`config.mk`:
```
export PLATFORM = sky130hd
export DESIGN_NAME = mpc_addr_filter
export DESIGN_NICKNAME = d
export VERILOG_FILES = /design/src/rtl/mpc_pkg.sv /design/src/rtl/mpc_addr_match.sv /design/src/rtl/mpc_accept_gate.sv /design/src/rtl/mpc_ctl_alias.sv /design/src/rtl/mpc_addr_filter.sv
export SDC_FILE = /design/constraint.sdc
export NUM_CORES = 1
export LEC_CHECK = 0
export BUFFER_PORTS_ARGS = -buffer_cell sky130_fd_sc_hd__buf_2
export CELL_PAD_IN_SITES_DETAIL_PLACEMENT = 0
export CELL_PAD_IN_SITES_GLOBAL_PLACEMENT = 1
export CORE_UTILIZATION = 19
export CTS_CLUSTER_DIAMETER = 30
export CTS_CLUSTER_SIZE = 20
export DETAILED_ROUTE_END_ITERATION = 10
export HOLD_SLACK_MARGIN = 0.1
export PLACE_DENSITY = 0.82
export SLEW_MARGIN = 20
export SYNTH_ARGS = -nofsm -noshare
export SYNTH_HDL_FRONTEND = slang
export SYNTH_SLANG_ARGS = --single-unit
export TNS_END_PERCENT = 100
```
`constraint.sdc`:
```
create_clock -name clk -period 1.2 [get_ports clk]
set_clock_uncertainty 0.05 [all_clocks]
set_input_delay 0.06 -clock clk [delete_from_list [all_inputs] [get_ports clk]]
set_output_delay 0.06 -clock clk [all_outputs]
set_load 0.02 [all_outputs]
```
`src/rtl/mpc_pkg.sv`:
```
// Shared types for the multiprocessor address filter.
package mpc_pkg;
    typedef enum logic [1:0] {
        MODE_SHIFT = 2'd0,
        MODE_8BIT  = 2'd1,
        MODE_9FIX  = 2'd2,
        MODE_9VAR  = 2'd3
    } uart_mode_e;
endpackage

```
`src/rtl/mpc_addr_match.sv`:
```
// Address comparator: per-bit individual compare under mask plus broadcast
// compare. Purely combinational. Assumes inputs are stable in the cycle used.
module mpc_addr_match #(
    parameter int W = 8
) (
    input  logic [W-1:0] rx_byte,
    input  logic [W-1:0] own_addr,
    input  logic [W-1:0] care_mask,
    output logic         hit_given,
    output logic         hit_bcast
);
    logic [W-1:0] given_ok;
    logic [W-1:0] bcast_ok;
    logic [W-1:0] bcast_pat;

    assign bcast_pat = own_addr | care_mask;

    for (genvar b = 0; b < W; b++) begin : g_bit
        // Individual compare: a masked-off bit always passes.
        assign given_ok[b] = !care_mask[b] || (rx_byte[b] == own_addr[b]);
        // Broadcast compare: a 1 in the pattern demands a 1 in the byte.
        assign bcast_ok[b] = !bcast_pat[b] || rx_byte[b];
    end

    assign hit_given = &given_ok;
    assign hit_bcast = &bcast_ok;
endmodule

```
`src/rtl/mpc_accept_gate.sv`:
```
// Accept decision for a completed frame, from mode, filter enable and the
// address-match result. Combinational; used only on the frame-done cycle.
module mpc_accept_gate
    import mpc_pkg::*;
(
    input  uart_mode_e mode,
    input  logic       mp_en,
    input  logic       bit9,
    input  logic       stop_bit,
    input  logic       addr_hit,
    output logic       accept
);
    // Purpose: choose the qualifier that marks an address frame in this mode.
    always_comb begin
        accept = 1'b1;
        if (mp_en) begin
            unique case (mode)
                MODE_SHIFT: accept = 1'b1;
                MODE_8BIT:  accept = stop_bit && addr_hit;
                MODE_9FIX,
                MODE_9VAR:  accept = bit9 && addr_hit;
                default:    accept = 1'b1;
            endcase
        end
    end
endmodule

```
`src/rtl/mpc_ctl_alias.sv`:
```
// Shared control bit: holds the mode MSB and the sticky framing-error flag,
// which share one bit position selected by a view bit. A hardware set of the
// error flag wins over a same-cycle software write.
module mpc_ctl_alias (
    input  logic clk,
    input  logic rst_n,
    input  logic fe_set,
    input  logic fe_view,
    input  logic top_wr,
    input  logic top_wdata,
    output logic fe_flag,
    output logic mode_msb,
    output logic top_rdata
);
    // Purpose: update the framing-error flag from hardware or software.
    always_ff @(posedge clk) begin
        if (!rst_n)
            fe_flag <= 1'b0;
        else if (fe_set)
            fe_flag <= 1'b1;
        else if (top_wr && fe_view)
            fe_flag <= top_wdata;
    end

    // Purpose: update the mode MSB from software writes in mode view.
    always_ff @(posedge clk) begin
        if (!rst_n)
            mode_msb <= 1'b0;
        else if (top_wr && !fe_view)
            mode_msb <= top_wdata;
    end

    assign top_rdata = fe_view ? fe_flag : mode_msb;
endmodule

```
`src/rtl/mpc_addr_filter.sv`:
```
// Top: decides per completed frame whether to pulse the receive flag, with
// hardware address filtering in multiprocessor mode, and captures framing
// errors. Assumes frame_done is a single-cycle strobe with fields valid.
module mpc_addr_filter
    import mpc_pkg::*;
#(
    parameter int DATA_W = 8
) (
    input  logic              clk,
    input  logic              rst_n,
    input  logic              frame_done,
    input  logic [DATA_W-1:0] rx_data,
    input  logic              rx_bit9,
    input  logic              rx_stop,
    input  logic              mode_lsb,
    input  logic              mp_en,
    input  logic [DATA_W-1:0] slave_addr,
    input  logic [DATA_W-1:0] addr_mask,
    input  logic              fe_view,
    input  logic              top_wr,
    input  logic              top_wdata,
    output logic              rx_flag_set,
    output logic              fe_flag,
    output logic              top_rdata,
    output logic [1:0]        mode_o
);
    logic       hit_given;
    logic       hit_bcast;
    logic       accept;
    logic       mode_msb;
    logic       fe_set;
    uart_mode_e cur_mode;

    assign cur_mode = uart_mode_e'({mode_msb, mode_lsb});
    assign mode_o   = {mode_msb, mode_lsb};
    assign fe_set   = frame_done && (cur_mode != MODE_SHIFT) && !rx_stop;

    mpc_addr_match #(.W(DATA_W)) u_match (
        .rx_byte   (rx_data),
        .own_addr  (slave_addr),
        .care_mask (addr_mask),
        .hit_given (hit_given),
        .hit_bcast (hit_bcast)
    );

    mpc_accept_gate u_gate (
        .mode     (cur_mode),
        .mp_en    (mp_en),
        .bit9     (rx_bit9),
        .stop_bit (rx_stop),
        .addr_hit (hit_given || hit_bcast),
        .accept   (accept)
    );

    mpc_ctl_alias u_ctl (
        .clk       (clk),
        .rst_n     (rst_n),
        .fe_set    (fe_set),
        .fe_view   (fe_view),
        .top_wr    (top_wr),
        .top_wdata (top_wdata),
        .fe_flag   (fe_flag),
        .mode_msb  (mode_msb),
        .top_rdata (top_rdata)
    );

    // Purpose: register the one-cycle receive-flag set pulse.
    always_ff @(posedge clk) begin
        if (!rst_n)
            rx_flag_set <= 1'b0;
        else
            rx_flag_set <= frame_done && accept;
    end
endmodule

```
Yosys cells after proc, flatten, opt, wreduce, memory -nomap -nowiden
Index checks and enable logic that the tools add are counted.
{ "word_totals": {"input_bits": 34, "register_bits": 3, "word_cells": 68, "out_inout_bits": 5} }
{ "classes": {"n_bitwise": 1, "eq_ne": 11, "n_reduce_logical": 48, "muxes": 5} }
{ "op_table": {"columns": ["cell", "n"], "rows": [
  ["1-bit zero test", 18],
  ["1-bit logical OR", 17],
  ["8-bit AND reduction", 2],
  ["1-bit == test", 8],
  ["8-bit bitwise OR", 1],
  ["1-bit logical AND", 7],
  ["2-bit == test, second input constant", 2],
  ["1-bit 2-to-1 mux", 4],
  ["2-bit nonzero test", 2],
  ["1-bit one-hot mux with 3 select lines", 1],
  ["2-bit by 1-bit == test with 1-bit output, second input constant", 1],
  ["2-bit zero test", 1],
  ["2-bit OR reduction", 1]
]} }

Depth between registers and ports, before layout
{ "depth": {"word_depth": 9, "depth_mapped": 4} }

Modules after synthesis
A second synthesis with hierarchy kept.
{ "hier_totals": {"cells_unflattened": 45, "hier_area_um2": 362.8} }
{ "by_module_without_submodules": {"columns": ["mod", "n_inst", "area_per_inst_um2", "seq_area_each_um2", "cells_per_inst"], "rows": [
  ["mpc_addr_match", 1, 176.4, 0.0, 25],
  ["mpc_ctl_alias", 1, 97.6, 40.0, 10],
  ["mpc_addr_filter", 1, 63.8, 20.0, 7],
  ["mpc_accept_gate", 1, 25.0, 0.0, 3]
]} }

Worst setup path before layout
No wires, ideal clock.
{ "synth_path": {"kind": "input -> register", "from": "input port slave_addr[1]", "to": "register rx_flag_set", "slack_ns": 0.294, "cell_stages": 4, "setup_ns": 0.074, "path_buffers": 0, "arrival_ns": 0.782, "required_time_ns": 1.076, "cell_sequence": "o21bai_1 > o2111ai_1 > or3_1 > a31oi_1"} }
{ "synth_between": {"elab_chain_cells": 9, "word_cells_on_any_way": 13, "classes_between": "eq/ne: 1; mux: 2; bitwise: 1; reduce/logical: 9"} }
{ "synth_rtl": {"columns": ["item", "line", "rtl"], "rows": [
  ["start: declaration", "mpc_addr_filter.sv:17", "input logic [DATA_W-1:0] slave_addr,"],
  ["8-bit bitwise OR", "mpc_addr_match.sv:16", "assign bcast_pat = own_addr | care_mask;"],
  ["1-bit zero test", "mpc_addr_match.sv:22", "assign bcast_ok[b] = !bcast_pat[b] || rx_byte[b];"],
  ["1-bit logical OR", "mpc_addr_match.sv:22", null],
  ["8-bit AND reduction", "mpc_addr_match.sv:26", "assign hit_bcast = &bcast_ok;"],
  ["1-bit logical OR (*)", "mpc_addr_filter.sv:51", ".addr_hit (hit_given || hit_bcast),"],
  ["1-bit logical AND, on equally long branches", "mpc_accept_gate.sv:21, mpc_accept_gate.sv:19", null],
  ["1-bit one-hot mux with 3 select lines (*)", "mpc_accept_gate.sv:17", "unique case (mode)"],
  ["1-bit 2-to-1 mux (*)", "mpc_accept_gate.sv:16", "if (mp_en) begin"],
  ["1-bit logical AND (*)", "mpc_addr_filter.sv:72", "rx_flag_set <= frame_done && accept;"],
  ["end signal: assignment", "mpc_addr_filter.sv:72", null],
  ["end: declaration", "mpc_addr_filter.sv:22", "output logic rx_flag_set,"]
]} }
Mark *: on every way between the ends. The rest lies on a longest branch, timed or not.
A chain may end at the register's enable or synchronous reset.

Worst setup path in the final report
{ "layout_path": {"from": "register u_ctl.mode_msb", "to": "output port top_rdata"} }
{ "layout_between": {"elab_chain_cells": 1} }
{ "layout_rtl": {"columns": ["item", "line", "rtl"], "rows": [
  ["start: declaration", "mpc_ctl_alias.sv:12", "output logic mode_msb,"],
  ["start signal: assignment", "mpc_ctl_alias.sv:30", "mode_msb <= top_wdata;"],
  ["1-bit 2-to-1 mux", "mpc_ctl_alias.sv:33", "assign top_rdata = fe_view ? fe_flag : mode_msb;"],
  ["end: declaration", "mpc_addr_filter.sv:24", "output logic top_rdata,"]
]} }
Every way passes these cells.

==> flow_summary.toml <==
[outcome]
status = "completed"

[global_route]
groute.usage.overall_pct = 11.92
grt_max_degree = 8
grt_overflow = 0
grt_pass1_wl_mm = 1.676
antenna_found_initial = 0
grt_pass1_vias = 454

[placement]
gp_congestion = 0.7072
portBuffers = 38
dpl.hpwl_um = 919.8
placed_area_um2 = 554.3

[min_path]
min_path_type = "input pin to register"

[die]
die_h_um = 44.79
die_x_um = 44.79
start_util_pct = 20.14
core_area_um2 = 1727
rows = 15
die_area_um2 = 2006
boundaryPins = 39

[clock_network]
cts_root_buf = "clkbuf_4"
cts_buffer_depth = 2
cts.sinks = 3
cts_tree = "done"
clk_latency_ns = 0.23
post_cts_buffers = 0
numCtsBuffers = 3
clk_pin_slew_ns = 0.04
htreeDepth = 1

[final_layout]
layout.nets = 123
final_common_cell = "buf_2"
final_cell_mix = "38 x buf_2, 8 x xor2_1, 5 x nor2_1, 4 x a22oi_1"
postLayoutCellArea_um2 = 610.6
area.growth.synth_to_final_pct = 75.54
n_antenna_cell = 0
drive_gt1_share_pct = 47.73

[setup_path]
cp.required_ns = 1.09
cp-start-kind = "register"
critPathKind = "register to primary output"
cp_max_fo = 7
end_kind = "primary output"
cp_data_arrival_time_ns = 1.01

[synth]
yosysWarnings = 0
synth-seq-cells = 3
syn_nets = 79
synthCells = 45
syn_area_um2 = 347.8
avgSynthCellArea_um2 = 7.730
ys_seq_area_share_pct = 17.27
synth_cell_types = 19

[timing]
rsz0062_at_grt = "false"
hold_violations = 0
period_share_pct = 92.96
timing.fmax_ghz = 0.8964
tns_ns = 0
slew_viol_final = 0
whs_ns = 0.1106
setup_viol = 0
relSlewSlack_pct = 85.70
min_period_ns = 1.116
worst_pin_slew_ns = 0.2122

[routing]
drc = 0
vias_per_cell = 4.230
vias = 478
detail_route.first_pass.iterations = 3
wl_per_cell_um = 9.805
wl_mm = 1.108
ant_nets = 0
drt_iter0_drc = 7

[pwr]
ir_worst_vdd_v = 0.0002109
power.density_nw_per_um2 = 750.2
p_leak_nw = 0.3176

[job]
cap_violations = 0
sequential cells by signal (all words and copies together), names as in the netlist:
name and count:
rx_flag_set 1, u_ctl.fe_flag 1, u_ctl.mode_msb 1
stage by stage:
stage | util, % | total power, mW | cells | setup slack [ns]
floorplan | - | 0.1921 | 45 | 0.2939
global placement | 32.10 | 0.2749 | 106 | 0.1117
detailed placement | 32.10 | 0.2782 | 106 | 0.1178
CTS | 35.36 | 0.4682 | 113 | 0.07334
global route | 35.36 | 0.4953 | 113 | 0.04401
finish | 35.36 | 0.4581 | 113 | 0.08446
synthesized netlist by cell type (all sizes together):
| cell | n | area, um2 |
|---|---|---|
| xor2 | 8 | 70.07 |
| nor2 | 5 | 18.77 |
| a22oi | 4 | 30.03 |
| dfxtp | 3 | 60.06 |
| o21bai | 3 | 22.52 |
| buf | 2 | 15.01 |
| inv | 2 | 7.510 |
| mux2i | 2 | 20.02 |
| nand2 | 2 | 7.510 |
| nor2b | 2 | 12.51 |
| o211ai | 2 | 15.01 |
| o21ai | 2 | 10.01 |
| o22ai | 2 | 12.51 |
| a21boi | 1 | 7.510 |
| a31oi | 1 | 6.260 |
| mux2 | 1 | 11.26 |
| nand4 | 1 | 6.260 |
| o2111ai | 1 | 8.760 |
| or3 | 1 | 6.260 |
logic make-up (layout without fill, tap and decap cells):
logic type	after synthesis	after routing	share of synthesized area, %
buffers and inverters	4	47	6.474
DFF	3	3	17.27
muxes	3	3	8.993
and+or+nand+nor	11	11	14.75
AOI/OAI and AO/OA	16	16	32.37
xor gates and xnor gates	8	8	20.14
layout make-up:
type	count	area [um2]
Clock buffer	4	26.28
Fill cell	215	1116
Inverter	2	7.507
Multi-Input combinational cell	38	265.3
Sequential cell	3	60.06
Tap cell	25	31.28
Timing Repair Buffer	41	220.2
power by group:
part,internal [mW],switching [mW]
registers,0.107,0.00455
clock network,0.124,0.0499
logic,0.0919,0.0805
total,0.323,0.135
final timing paths:
| path | from | end | slack [ns] | cells after the start |
|---|---|---|---|---|
| max | u_ctl.mode_msb | top_rdata | 0.08 | 2 |
| min | rx_stop | u_ctl.fe_flag | 0.11 | 4 |
| max reg2reg | u_ctl.mode_msb | rx_flag_set | 0.21 | 3 |
| min reg2reg | u_ctl.fe_flag | u_ctl.fe_flag | 0.52 | 2 |
routing by layer:
layer  wire (um)  track usage, %  vias to the layer above
li1            -               -                      249
met3          93           4.000                        0
met5           0               0                        -
met2         594           23.82                       26
met1         419           10.49                      203
met4           0           5.455                        0
what timing repair did:
action / 4_1_cts / 5_1_grt
setup endpoints to repair: 0 / 0
hold buffers: 3 / 0
endpoints found under the hold margin: 3 / 0
gates resized for setup: 0 / 0
critical path, cell delays in order (launching register included):
cell     delay (ns)
dfxtp_1        0.35
mux2_2         0.27
buf_2          0.16
Power figures use the tool's default switching activity.
